[src/rtl/rts_pkg.sv]
package rts_pkg;
  typedef enum logic [1:0] {
    CMD_NOP  = 2'd0,
    CMD_READ = 2'd1,
    CMD_PRE  = 2'd2,
    CMD_BST  = 2'd3
  } cmd_e;

  typedef enum logic [1:0] {
    END_NONE = 2'd0,
    END_PRE  = 2'd1,
    END_BST  = 2'd2,
    END_AUTO = 2'd3
  } endact_e;
endpackage

[src/rtl/rts_plan.sv]
// Decodes a request into the closing cycle, the delivered beat count and the closing action.
module rts_plan
  import rts_pkg::*;
#(
  parameter int BEAT_W = 8,
  parameter int BL     = 4,
  parameter int T_W    = BEAT_W + 2
) (
  input  logic [BEAT_W-1:0] beats,
  input  logic              cl3,
  input  logic              fullpage,
  input  logic              autopre,
  input  logic              end_bst,
  output logic [T_W-1:0]    end_cyc,
  output logic [T_W-1:0]    n_beats,
  output endact_e           act,
  output logic              err,
  output logic              ap_eff
);
  logic [T_W-1:0] cl_m1, bx, blx, n;
  logic           short_req;

  always_comb begin
    cl_m1     = cl3 ? T_W'(2) : T_W'(1);
    bx        = T_W'(beats);
    blx       = T_W'(BL);
    short_req = (bx < cl_m1);
    n         = blx;
    ap_eff    = 1'b0;
    err       = 1'b0;
    act       = END_NONE;
    if (fullpage) begin
      n   = short_req ? cl_m1 : bx;
      err = short_req;
      act = end_bst ? END_BST : END_PRE;
    end else if (autopre) begin
      n      = blx;
      ap_eff = 1'b1;
      err    = (bx < blx);
      act    = END_AUTO;
    end else begin
      n   = (short_req || (bx >= blx)) ? blx : bx;
      err = short_req;
      if (n == blx) act = end_bst ? END_NONE : END_PRE;
      else          act = end_bst ? END_BST : END_PRE;
    end
    end_cyc = n;
    n_beats = n;
  end
endmodule

[src/rtl/rts_trp_bank.sv]
// Per-bank precharge wait counters.
module rts_trp_bank #(
  parameter int NB      = 4,
  parameter int TRP_CYC = 3,
  parameter int BA_W    = $clog2(NB),
  parameter int CNT_W   = $clog2(TRP_CYC + 1)
) (
  input  logic            clk,
  input  logic            rst_n,
  input  logic            load,
  input  logic [BA_W-1:0] load_bank,
  input  logic [BA_W-1:0] query_bank,
  output logic            query_ok
);
  logic [CNT_W-1:0] cnt_q [NB];

  for (genvar b = 0; b < NB; b++) begin : g_bank
    logic [CNT_W-1:0] cnt_d;
    always_comb begin
      cnt_d = cnt_q[b];
      if (load && (load_bank == BA_W'(b))) cnt_d = CNT_W'(TRP_CYC);
      else if (cnt_q[b] != '0)             cnt_d = cnt_q[b] - 1'b1;
    end
    always_ff @(posedge clk or negedge rst_n) begin
      if (!rst_n) cnt_q[b] <= '0;
      else        cnt_q[b] <= cnt_d;
    end
  end

  // A READ in the next cycle is legal once the remaining wait is at most one.
  assign query_ok = (cnt_q[query_bank] <= CNT_W'(1));
endmodule

[src/rtl/rd_trunc_sched.sv]
module rd_trunc_sched
  import rts_pkg::*;
#(
  parameter int NB      = 4,
  parameter int COL_W   = 9,
  parameter int BEAT_W  = 8,
  parameter int BL      = 4,
  parameter int TRP_CYC = 3,
  localparam int BA_W   = $clog2(NB),
  localparam int T_W    = BEAT_W + 2
) (
  input  logic              clk,
  input  logic              rst_n,
  input  logic              cfg_cl3,
  input  logic              cfg_fullpage,
  input  logic              req_valid,
  output logic              req_ready,
  input  logic [BA_W-1:0]   req_bank,
  input  logic [COL_W-1:0]  req_col,
  input  logic [BEAT_W-1:0] req_beats,
  input  logic              req_end,
  input  logic              req_autopre,
  output logic [1:0]        cmd_code,
  output logic [BA_W-1:0]   cmd_bank,
  output logic [COL_W-1:0]  cmd_col,
  output logic              cmd_autopre,
  output logic              rd_valid,
  output logic              trunc_err
);
  logic [T_W-1:0] p_end, p_nv;
  endact_e        p_act;
  logic           p_err, p_ap;

  rts_plan #(.BEAT_W(BEAT_W), .BL(BL), .T_W(T_W)) u_plan (
    .beats(req_beats), .cl3(cfg_cl3), .fullpage(cfg_fullpage),
    .autopre(req_autopre), .end_bst(req_end),
    .end_cyc(p_end), .n_beats(p_nv), .act(p_act), .err(p_err), .ap_eff(p_ap)
  );

  logic            busy_q, busy_d;
  logic [T_W-1:0]  t_q, t_d, endc_q, nv_q;
  endact_e         act_q;
  logic            cl3_q;
  logic [BA_W-1:0] bank_q;
  logic [COL_W-1:0] col_q;
  logic            ap_q;
  cmd_e            cmd_q, cmd_d;
  logic            vld_q, vld_d, err_q, err_d;
  logic            bank_ok, accept, trp_load;
  logic [T_W-1:0]  tn, cl_x, last_t;

  rts_trp_bank #(.NB(NB), .TRP_CYC(TRP_CYC), .BA_W(BA_W)) u_trp (
    .clk(clk), .rst_n(rst_n), .load(trp_load), .load_bank(bank_q),
    .query_bank(req_bank), .query_ok(bank_ok)
  );

  assign req_ready = !busy_q && bank_ok;
  assign accept    = req_valid && req_ready;
  assign tn        = t_q + 1'b1;
  assign cl_x      = cl3_q ? T_W'(3) : T_W'(2);
  assign last_t    = cl_x + nv_q - 1'b1;

  // Next-state logic
  always_comb begin
    busy_d   = busy_q;
    t_d      = t_q;
    cmd_d    = CMD_NOP;
    vld_d    = 1'b0;
    err_d    = 1'b0;
    trp_load = 1'b0;
    if (accept) begin
      busy_d = 1'b1;
      t_d    = '0;
      cmd_d  = CMD_READ;
      err_d  = p_err;
    end else if (busy_q) begin
      t_d = tn;
      if (tn == endc_q) begin
        case (act_q)
          END_PRE:  begin cmd_d = CMD_PRE; trp_load = 1'b1; end
          END_BST:  cmd_d = CMD_BST;
          END_AUTO: trp_load = 1'b1;
          default:  cmd_d = CMD_NOP;
        endcase
      end
      vld_d = (tn >= cl_x) && (tn < cl_x + nv_q);
      if (t_q == last_t) busy_d = 1'b0;
    end
  end

  // Control registers
  always_ff @(posedge clk or negedge rst_n) begin
    if (!rst_n) begin
      busy_q <= 1'b0;
      t_q    <= '0;
      cmd_q  <= CMD_NOP;
      vld_q  <= 1'b0;
      err_q  <= 1'b0;
    end else begin
      busy_q <= busy_d;
      t_q    <= t_d;
      cmd_q  <= cmd_d;
      vld_q  <= vld_d;
      err_q  <= err_d;
    end
  end

  // Request fields, enabled by accept
  always_ff @(posedge clk or negedge rst_n) begin
    if (!rst_n) begin
      endc_q <= '0;
      nv_q   <= '0;
      act_q  <= END_NONE;
      cl3_q  <= 1'b0;
      bank_q <= '0;
      col_q  <= '0;
      ap_q   <= 1'b0;
    end else if (accept) begin
      endc_q <= p_end;
      nv_q   <= p_nv;
      act_q  <= p_act;
      cl3_q  <= cfg_cl3;
      bank_q <= req_bank;
      col_q  <= req_col;
      ap_q   <= p_ap;
    end
  end

  assign cmd_code    = cmd_q;
  assign cmd_bank    = bank_q;
  assign cmd_col     = col_q;
  assign cmd_autopre = ap_q;
  assign rd_valid    = vld_q;
  assign trunc_err   = err_q;
endmodule

[config.mk]
export PLATFORM = sky130hd
export DESIGN_NAME = rd_trunc_sched
export DESIGN_NICKNAME = d
export VERILOG_FILES = /design/src/rtl/rts_pkg.sv /design/src/rtl/rts_plan.sv /design/src/rtl/rts_trp_bank.sv /design/src/rtl/rd_trunc_sched.sv
export SDC_FILE = /design/constraint.sdc
export NUM_CORES = 1
export LEC_CHECK = 0
export BUFFER_PORTS_ARGS = -buffer_cell sky130_fd_sc_hd__buf_2
export CAP_MARGIN = 20
export CORE_MARGIN = 2
export CORE_UTILIZATION = 50
export DETAILED_ROUTE_END_ITERATION = 10
export GPL_TIMING_DRIVEN = 0
export PLACE_DENSITY = 0.7
export REMOVE_ABC_BUFFERS = 1
export SYNTH_ARGS = -nofsm -noshare
export SYNTH_HDL_FRONTEND = slang
export SYNTH_SLANG_ARGS = --single-unit
[constraint.sdc]
create_clock -name clk -period 2.6 [get_ports clk]
set_clock_uncertainty 0.05 [all_clocks]
set_input_delay 0.26 -clock clk [delete_from_list [all_inputs] [get_ports clk]]
set_output_delay 0.26 -clock clk [all_outputs]
set_load 0.02 [all_outputs]
==> results.ini, run 1 <==
[outcome]
outcome=completed

[synthesis]
ys_warn_count=0
postSynthCellCount=387
synthArstFlopShare_pct=100
synth_edf_count=0
synth_seq_area_share_pct=34.7
synth_cell_types=57
synth-seq-cells=46
netlist_area_um2=3310
avgSynthCellArea_um2=8.56
synth_area_leaders=dfrtp_1 (35%), ha_1 (8.3%), nand2_1 (8.3%)
ys.flop_type=dfrtp_1
synth_largest_area_cell=dfrtp_1
synth_top_area_share_pct=34.7

[worst_setup_path]
arrival_ns=2.59
worstSetupPathType=register to register
critPathLaunchType=register
critical_path_required_ns=2.72
cp_max_fo=6
cp-end-kind=register

[floorplan]
core_um2=6390
row_count=29
fp.dieW_um=85.4
die-height_um=85.4
pin_count=43
fp.dieArea_um2=7290
start_util_pct=51.9

[sta]
drv_slew=0
relSlewSlack_pct=54.4
fin_crit_ns=2.47
setup_viol=0
fmax_ghz=0.405
fin_crit_sh_pct=95.0
tns_ns=0
hold_violations=0
tightestPinTransition_ns=0.683
worst_slack_ns=0.130

[grt]
grt_pass1_wl_um=12900
grt_max_degree=47
grt_pass1_vias=2772
grt_overflow=0
antenna_found_initial=0
groute.usage.overall_pct=21.8

[finish]
diodes=0
final_core_util_pct=59.6
drive_gt1_share_pct=21.2
syn2layout_area_growth_pct=14.8
layout.cells.non_filler=493
nets=463

[cts]
clockBufferDepth=2
ctsRootBufferMaster=clkbuf_8
cts_tree=done
cts_inserted_buffers=5
clk_pin_slew_ns=0.09
clock_latency_ns=0.30
clock-sinks=46
htree_levels=2

[flow_run]
drv_cap=0

[detailed_routing]
dr.first_iter.drc_count=133
wirelength_um=7390
drcViolationCount=0
dr_total_vias=2811
via_per_inst=5.70
wl_per_cell_um=15.0
postRouteAntennaNets=0
drtPass1Iterations=4

[placement]
gp_congestion=0.888
io_buffers=42
hpwl_um=5320
dp_slack_ns=-0.291
dp.cells=482

[power_and_ir_drop]
vdd_drop_max_uv=635
power.total_mw=4.98
p_leak_nw=1.73
power_density_nw_per_um2=1310

[worst_hold_path]
min_path_type=input pin to register

## what timing repair did
item | 4_1_cts | 5_1_grt
setup buffers | 1 | 0
pin swaps | 1 | 4
hold buffers | 0 | 1
gates resized for setup | 14 | 18
endpoints found under the hold margin | 0 | 46
endpoints found under the setup margin | 3 | 22
## placed cells by master (no fill, tap or decap), types with 4 or more instances in the layout
cell,netlist,final
buf_2,7,42
o21ai_1,5,6
a22o_1,5,5
nand2b_1,6,5
o21ai_0,23,22
o21a_1,5,5
nor2_1,15,15
xnor2_1,22,21
and3_1,4,4
nand2_1,73,71
xor2_1,16,15
dfrtp_1,46,43
ha_1,22,19
nand3_1,13,13
a31oi_1,4,4
a21oi_1,12,11
o211ai_1,4,4
inv_1,21,21
clkbuf_8,0,5
nor4_1,5,4
nor2b_1,6,5
nor3_1,7,6
## worst max-delay path, stage by stage (launching register included)
cell and delay (ns):
dfrtp_1 0.42, ha_4 0.19, inv_1 0.09, ha_4 0.16, and2b_2 0.26, a21oi_4 0.23, o32ai_4 0.12, nand2_1 0.13
mux2_2 0.35, nor4_2 0.22, a31oi_1 0.11
## cells by family (layout without fill, tap and decap cells)
group / count (synthesis) / count (layout) / synth area share (%)
multiplexers: 7 / 7 / 2.61
buffers and inverters: 45 / 74 / 5.82
flip-flops: 46 / 46 / 34.7
XOR/XNOR: 39 / 39 / 10.5
AO/OA/AOI/OAI: 83 / 83 / 17.1
adder cells (fa/ha/maj): 22 / 22 / 8.31
AND/OR/NAND/NOR: 145 / 145 / 20.9
## cells in the mapped netlist, types with 2 or more instances
| library cell | number |
|---|---|
| a22o_1 | 5 |
| nor3_1 | 7 |
| inv_1 | 21 |
| xor2_1 | 16 |
| buf_2 | 7 |
| o21ai_0 | 23 |
| nor2b_1 | 6 |
| a211oi_1 | 3 |
| nor4_1 | 5 |
| mux2i_1 | 3 |
| clkbuf_1 | 12 |
| a21o_1 | 3 |
| o211ai_1 | 4 |
| buf_1 | 2 |
| buf_4 | 2 |
| and3_1 | 4 |
| or3_1 | 2 |
| xnor2_1 | 22 |
| o31ai_1 | 4 |
| nor2_1 | 15 |
| a21oi_1 | 12 |
| o21ai_1 | 5 |
| mux2_2 | 3 |
| nand3_1 | 13 |
| a31oi_1 | 4 |
| nand2b_1 | 6 |
| and2_1 | 5 |
| o22ai_1 | 2 |
| dfrtp_1 | 46 |
| o21a_1 | 5 |
| ha_1 | 22 |
| nand2_1 | 73 |
## sequential cells by signal (all words and copies together), names as in the netlist
| register | count |
|---|---|
| act_q | 2 |
| busy_q | 1 |
| cl3_q | 1 |
| cmd_autopre | 1 |
| cmd_bank | 2 |
| cmd_code | 2 |
| cmd_col | 9 |
| nv_q | 8 |
| rd_valid | 1 |
| t_q | 10 |
| trunc_err | 1 |
| u_trp.cnt_q | 8 |
## where the power goes
part / total [mW] / switching (mW) / internal, mW
Sequential: 1.54 / 0.510 / 1.03
Clock: 0.536 / 0.248 / 0.288
Combinational: 2.90 / 1.55 / 1.35
Total: 4.98 / 2.31 / 2.67
## metrics by stage
step / hold slack, ns / cell area [µm²]
final: 0.0905 / 3800
after global routing: 0.0967 / 3800
after CTS: 0.0861 / 3690
after detailed placement: 0.405 / 3510
after global placement: 0.398 / 3510
after floorplan: -0.0856 / 3200
## metal layers
metal  vias to the layer above  share of wire [%]  wire length, µm  track usage (%)
li1                       1388                  -                -                -
met1                      1353                 47             3460             29.8
met2                        61                 48             3570             36.0
met3                         9                3.8              280             3.50
met4                         0                1.1               85             5.92
met5                         -                  0                0                0
## path summary, 6_finish.rpt
| kind | startpoint | endpoint | slack [ns] | cells past startpoint |
|---|---|---|---|---|
| worst max-delay path | cl3_q | busy_q | 0.13 | 10 |
| worst min-delay path | req_col[8] | cmd_col[8] | 0.09 | 3 |
| worst max register to register | cl3_q | busy_q | 0.13 | 10 |
| worst min register to register | cmd_col[7] | cmd_col[7] | 0.42 | 2 |
| max in group asynchronous | rst_n | t_q[1] | 1.78 | 3 |
| min in group asynchronous | rst_n | t_q[8] | 0.27 | 2 |
## area by class of cell
class | count | area, µm²
clock buffer | 5 | 68.8
clock inverter | 3 | 43.8
fill | 586 | 2580
sequential | 46 | 1150
timing repair buffer | 45 | 248
inverter | 21 | 78.8
tap | 77 | 96.3
multi-input combinational | 296 | 2110
Power figures use the tool's default switching activity.
==> inputs of run 2 (changes only) <==
Settings changed: BUFFER_PORTS_ARGS -buffer_cell sky130_fd_sc_hd__buf_2 to default, DONT_BUFFER_PORTS from default to 1, PLACE_DENSITY 0.7 to 0.65.
Clock period 2.6 ns to 2.25 ns, I/O delays scaled along.
==> run 2 against run 1 <==
  * The run now ends with setup timing left
  * Combinational power increased by 29%
  * Non-clock buffer count fell by 9
  * Global-route usage increased by 0.42 points
  * Highest routed layer unchanged
  * Critical path type unchanged
  * Cell area is 6.1% higher
  * Critical path depth rose by 1
  * Setup slack got worse by 0.27 ns
==> results.ini, run 2 (same netlist as run 1, synthesis figures left out) <==
[grt]
grt_pass1_vias=2739
groute.usage.overall_pct=22.2
grt_pass1_wl_um=13000
gr-usage-met1_pct=30.6
grt_max_degree=47
antenna_found_initial=0
busiest_layer=met2
grt_overflow=0
met3_usage_pct=3.89
grt.met2_usage_pct=36.2

[power_and_ir_drop]
power.total_mw=6.22
vdd_drop_max_uv=866
power_density_nw_per_um2=1540
p_leak_nw=1.73

[detailed_routing]
drtPass1Iterations=4
drcViolationCount=0
via_per_inst=5.73
postRouteAntennaNets=0
wirelength_um=7910
dr.first_iter.drc_count=116
dr_total_vias=2767
wl_per_cell_um=16.4

[worst_setup_path]
worstSetupPathType=register to register
arrival_ns=2.50
worstReg2RegStart=nv_q[0]
critPathLaunchType=register
cp-end-kind=register
regToRegSetupSlack_ns=-0.14
cp_max_fo=5
critical_path_required_ns=2.36
cp-startpoint=nv_q[0]

[sta]
tightestPinTransition_ns=0.508
holdWs_ns=0.0158
fin_crit_ns=2.39
relSlewSlack_pct=65.8
hold_violations=0
worst_slack_ns=-0.139
fin_crit_sh_pct=106
rsz0062_at_grt=true
setup_viol=3
fmax_ghz=0.419
drv_slew=0

[finish]
top_register=t_q
diodes=0
syn2layout_area_growth_pct=21.8
drive_gt1_share_pct=22.7
layout.cells.non_filler=483
final_cell_mix=nand2_1 (70), dfrtp_1 (35), o21ai_0 (22)
nets=454
largest_reg_flops=10
final_core_util_pct=63.2
final_common_cell=nand2_1

[outcome]
violations=setup timing
outcome=complete, but fails checks

[worst_hold_path]
min_path_type=input pin to register
hold_start=req_beats[4]

[placement]
dp.cells=440
hpwl_um=5180
io_buffers=0
gp_congestion=0.898

[cts]
ctsRootBufferMaster=clkbuf_8
clock_latency_ns=0.29
cts_tree=done
cts_inserted_buffers=5
clock-sinks=46
htree_levels=2
clockBufferDepth=2
clk_pin_slew_ns=0.08

[flow_run]
drv_cap=0

[floorplan]
core_um2=6390
pin_count=43
row_count=29
start_util_pct=51.9
fp.dieArea_um2=7290
die-height_um=85.4
fp.dieW_um=85.4

[run 2: cell types whose count changed in the layout (fill, tap and decap cells not counted), moves of 3 or more]
cell / delta
and2_2: -3
and2_4: +3
dlygate4sd3_1: +12
dfrtp_1: -8
buf_4: +20
dfrtp_2: +8
buf_2: -42
nor2_1: -3
[run 2: routing by layer]
layer  up-vias  wire, µm
met5         -         0
met4         0        88
met3        10       340
met2        75      3870
met1      1308      3610
li1       1374         -
[run 2: worst max-delay path: stages (launching register included)]
cell	delay, ns
dfrtp_1	0.41
ha_4	0.17
inv_2	0.04
ha_4	0.16
and2b_2	0.25
buf_4	0.13
nand2_4	0.07
a22o_1	0.22
nand2_2	0.09
mux2_2	0.34
nor4_2	0.20
a31oi_1	0.13
[run 2: repair_timing]
action / 4_1_cts / 5_1_grt
resized for setup: 53 / 21
hold buffers: 14 / 0
pin swaps: 16 / 20
hold endpoints to repair: 58 / 0
buffers inserted: 20 / 3
endpoints found under the setup margin: 46 / 23
[run 2: worst paths after layout]
path,endpoint,cells past startpoint
max,busy_q,11
min,nv_q[4],1
max reg2reg,busy_q,11
min reg2reg,u_trp.cnt_q[0],2
max in group asynchronous,nv_q[3],2
min in group asynchronous,t_q[8],2
[run 2: power breakdown]
part	internal, mW	leakage [nW]	total [mW]	switching (mW)
Clock	0.209	0.0438	0.476	0.267
Sequential	1.21	0.561	1.99	0.783
Combinational	1.88	1.13	3.75	1.87
[run 2: layout make-up]
| type | instances | area [µm²] |
|---|---|---|
| clock buffers | 5 | 68.8 |
| clock inverters | 2 | 10.0 |
| fillers | 553 | 2350 |
| inverters | 21 | 78.8 |
| multi-input cells | 296 | 2280 |
| flip-flops and latches | 46 | 1160 |
| well taps | 77 | 96.3 |
| repair buffers | 36 | 335 |
[run 2: stage by stage]
stage | setup WS, ns | cell area (µm²) | setup TNS, ns
final | -0.139 | 4040 | -0.257
after global routing | -0.251 | 4040 | -1.61
after detailed placement | -0.672 | 3300 | -15.69
after CTS | -0.136 | 3910 | -0.270
after floorplan | -0.157 | 3200 | -0.274
after global placement | -0.617 | 3300 | -13.59
==> inputs of run 3 (changes only) <==
Settings changed: SYNTH_HIERARCHICAL from default to 1.
==> run 3 against run 2 <==
  * Register-to-register slack lost 0.20 ns
  * Critical path depth shrank 2
  * Sequential share of layout area grew 0.99 points
  * Worst hold slack gained 0.035 ns
  * The run still ends with setup timing left
  * Largest cell class unchanged
  * Combinational power grew 8.8%
  * Critical path type unchanged
  * Sequential cell count grew 12
  * Cell area grew 21%
  * First-iteration DRC count grew 86%
  * Die area grew 19%
  * Global-route usage shrank 1.1 points
  * Via count grew 8.2%
==> results.ini, run 3 <==
[outcome]
outcome=complete, but fails checks
violations=setup timing

[sta]
setup_viol=10
tns_ns=-2.36
fin_crit_sh_pct=115
fin_crit_ns=2.59
tightestPinTransition_ns=0.682
hold_violations=0
fmax_ghz=0.386
relSlewSlack_pct=54.5
worst_slack_ns=-0.341
rsz0062_at_grt=true
drv_slew=0

[placement]
dp.cells=469
hpwl_um=5540
io_buffers=0
dp_slack_ns=-0.903
gp_congestion=0.804

[cts]
ctsRootBufferMaster=clkbuf_8
htree_levels=3
clk_pin_slew_ns=0.07
clock_latency_ns=0.33
clockBufferDepth=2
clock-sinks=58
cts_inserted_buffers=9
cts_tree=done

[flow_run]
drv_cap=0

[power_and_ir_drop]
p_leak_nw=2.16
switching_share_pct=42.9
p_clk_share_pct=13.2
power.internal_mw=4.25
combPwrFrac_pct=54.8
seqPwrFrac_pct=32.0
vdd_drop_max_uv=849
switching_power_mw=3.20
power_density_nw_per_um2=1520

[worst_hold_path]
worst_hold_path.endpoint=act_q[0]
hold_path_depth=2
min_path_type=input pin to register
hold_start=req_end

[synthesis]
synth_cell_types=64
synth-seq-cells=58
ys_top_cells_by_count=dfrtp_1 (58), nand2_1 (36), mux2_2 (35)
ys.flop_type=dfrtp_1
ys_warn_count=6
synth_top_area_share_pct=36.6
synth_edf_count=0
synthArstFlopShare_pct=100
synth_largest_area_cell=dfrtp_1
synth_area_leaders=dfrtp_1 (37%), mux2_2 (9.9%), ha_1 (7.3%)
yosysMostFrequentCell=dfrtp_1
netlist_area_um2=3960
postSynthCellCount=398
avgSynthCellArea_um2=9.96
synth_seq_area_share_pct=36.6

[worst_setup_path]
r2r-end=u_trp/cnt_q[7]
cp_max_fo=4
worstReg2RegStart=t_q[1]
regToRegSetupSlack_ns=-0.34
cp-end-kind=register
worstRegToRegCells=9
worstSetupPathType=register to register
critPathLaunchType=register
arrival_ns=2.78
critical_path_required_ns=2.44

[floorplan]
start_util_pct=51.5
die-height_um=93.0
pin_count=43
row_count=32
core_um2=7690
fp.dieW_um=93.0
fp.dieArea_um2=8650

[finish]
final_cell_mix=dfrtp_1 (49), mux2_2 (35), nand2_1 (31)
multi_input_area_um2=2640
n_fill_cell=590
diodes=0
syn2layout_area_growth_pct=23.6
layout.cells.non_filler=527
nets=470
final_common_cell=dfrtp_1
drive_gt1_share_pct=34.1
seq_area_um2=1460
top_regs=endc_q: 10 flops, nv_q: 10 flops, t_q: 10 flops

[detailed_routing]
postRouteAntennaNets=0
dr.first_iter.drc_count=216
wirelength_um=9170
via_per_inst=5.68
drcViolationCount=0
wl_per_cell_um=17.4
dr_total_vias=2993
drtPass1Iterations=6

[grt]
grt.met2_usage_pct=35.4
grt_pass1_wl_um=14300
grt_pass1_vias=3017
gr-usage-met1_pct=26.8
busiest_layer=met2
grt_max_degree=59
grt_overflow=0
groute.usage.overall_pct=21.1
met3_usage_pct=4.75
antenna_found_initial=0

## run 3: cell types whose count changed after synthesis, moves of 4 or more
| cell | before | now |
|---|---|---|
| xor2_1 | 16 | 27 |
| nand3_1 | 13 | 9 |
| mux2_2 | 3 | 35 |
| o21ai_0 | 23 | 15 |
| a21oi_1 | 12 | 8 |
| nand2_1 | 73 | 36 |
| dfrtp_1 | 46 | 58 |
| buf_4 | 2 | 14 |
## run 3: routing by layer
metal | part of all wire [%] | vias up
met4 | 1.5 | 0
met5 | 0 | -
met2 | 51 | 86
met1 | 42 | 1476
li1 | - | 1414
met3 | 5.8 | 17
## run 3: worst max-delay path, cell delays in order, from the launching register on
cell and delay, ns:
dfrtp_2 0.42, buf_4 0.17, nand3_4 0.10, xnor2_4 0.17, xor2_1 0.15, or4_4 0.57, nor4_4 0.19, o21a_1 0.20
or3b_4 0.39, o211ai_1 0.10
## run 3: area by class of cell
class                   instances  share of cell area [%]
clock buffers                  13                    3.45
repair buffers                 43                    8.02
flip-flops and latches         58                    29.9
inverters                      19                    1.46
clock inverters                 2                   0.715
multi-input cells             290                    53.9
well taps                     102                    2.61
## run 3: logic make-up (layout without fill, tap and decap cells)
group | Yosys count | count (layout) | synth area share, %
AOI/OAI and AO/OA | 65 | 65 | 11.8
xor gates and xnor gates | 47 | 47 | 10.4
adders and majority gates | 23 | 23 | 7.26
buffers and inverters | 53 | 77 | 6.73
DFF | 58 | 58 | 36.6
muxes | 41 | 41 | 11.8
other | 1 | 4 | 0.0946
and+or+nand+nor | 110 | 110 | 15.3
## run 3: metrics by stage
step	util, %	total power, mW	hold slack, ns	area (µm²)
final	63.7	7.45	0.0509	4900
after global routing	63.7	7.95	0.0381	4900
after CTS	60.5	6.86	0.0359	4650
after detailed placement	50.8	5.10	-0.119	3910
after global placement	50.8	4.96	-0.119	3910
after floorplan	-	4.47	-0.121	3780
## run 3: worst max-delay path by stage
stage                              start             end  cells past startpoint
after CTS                         t_q[0]  u_trp/cnt_q[7]                      8
final                             t_q[1]  u_trp/cnt_q[7]                      9
after floorplan           u_trp/cnt_q[1]          busy_q                      8
after global placement    u_trp/cnt_q[1]          busy_q                      8
after global routing              t_q[1]  u_trp/cnt_q[7]                      9
after detailed placement           cl3_q        rd_valid                     11
## run 3: power groups by stage
| stage | Sequential [mW] | Clock [mW] | Combinational, mW |
|---|---|---|---|
| 2_1_floorplan | 2.14 | 0 | 2.33 |
| 4_1_cts | 2.37 | 1.01 | 3.48 |
| 6_report | 2.38 | 0.986 | 4.08 |
| 3_3_place_gp | 2.30 | 0 | 2.66 |
| 3_5_place_dp | 2.33 | 0 | 2.77 |
| 5_1_grt | 2.47 | 1.06 | 4.42 |
## run 3: repair_timing
item                                   CTS  global route
endpoints found under the hold margin   72             0
gates resized for setup                 50            31
setup endpoints to repair               51            12
setup buffers                           15            16
pin swaps                               18            14
hold buffers                            15             0
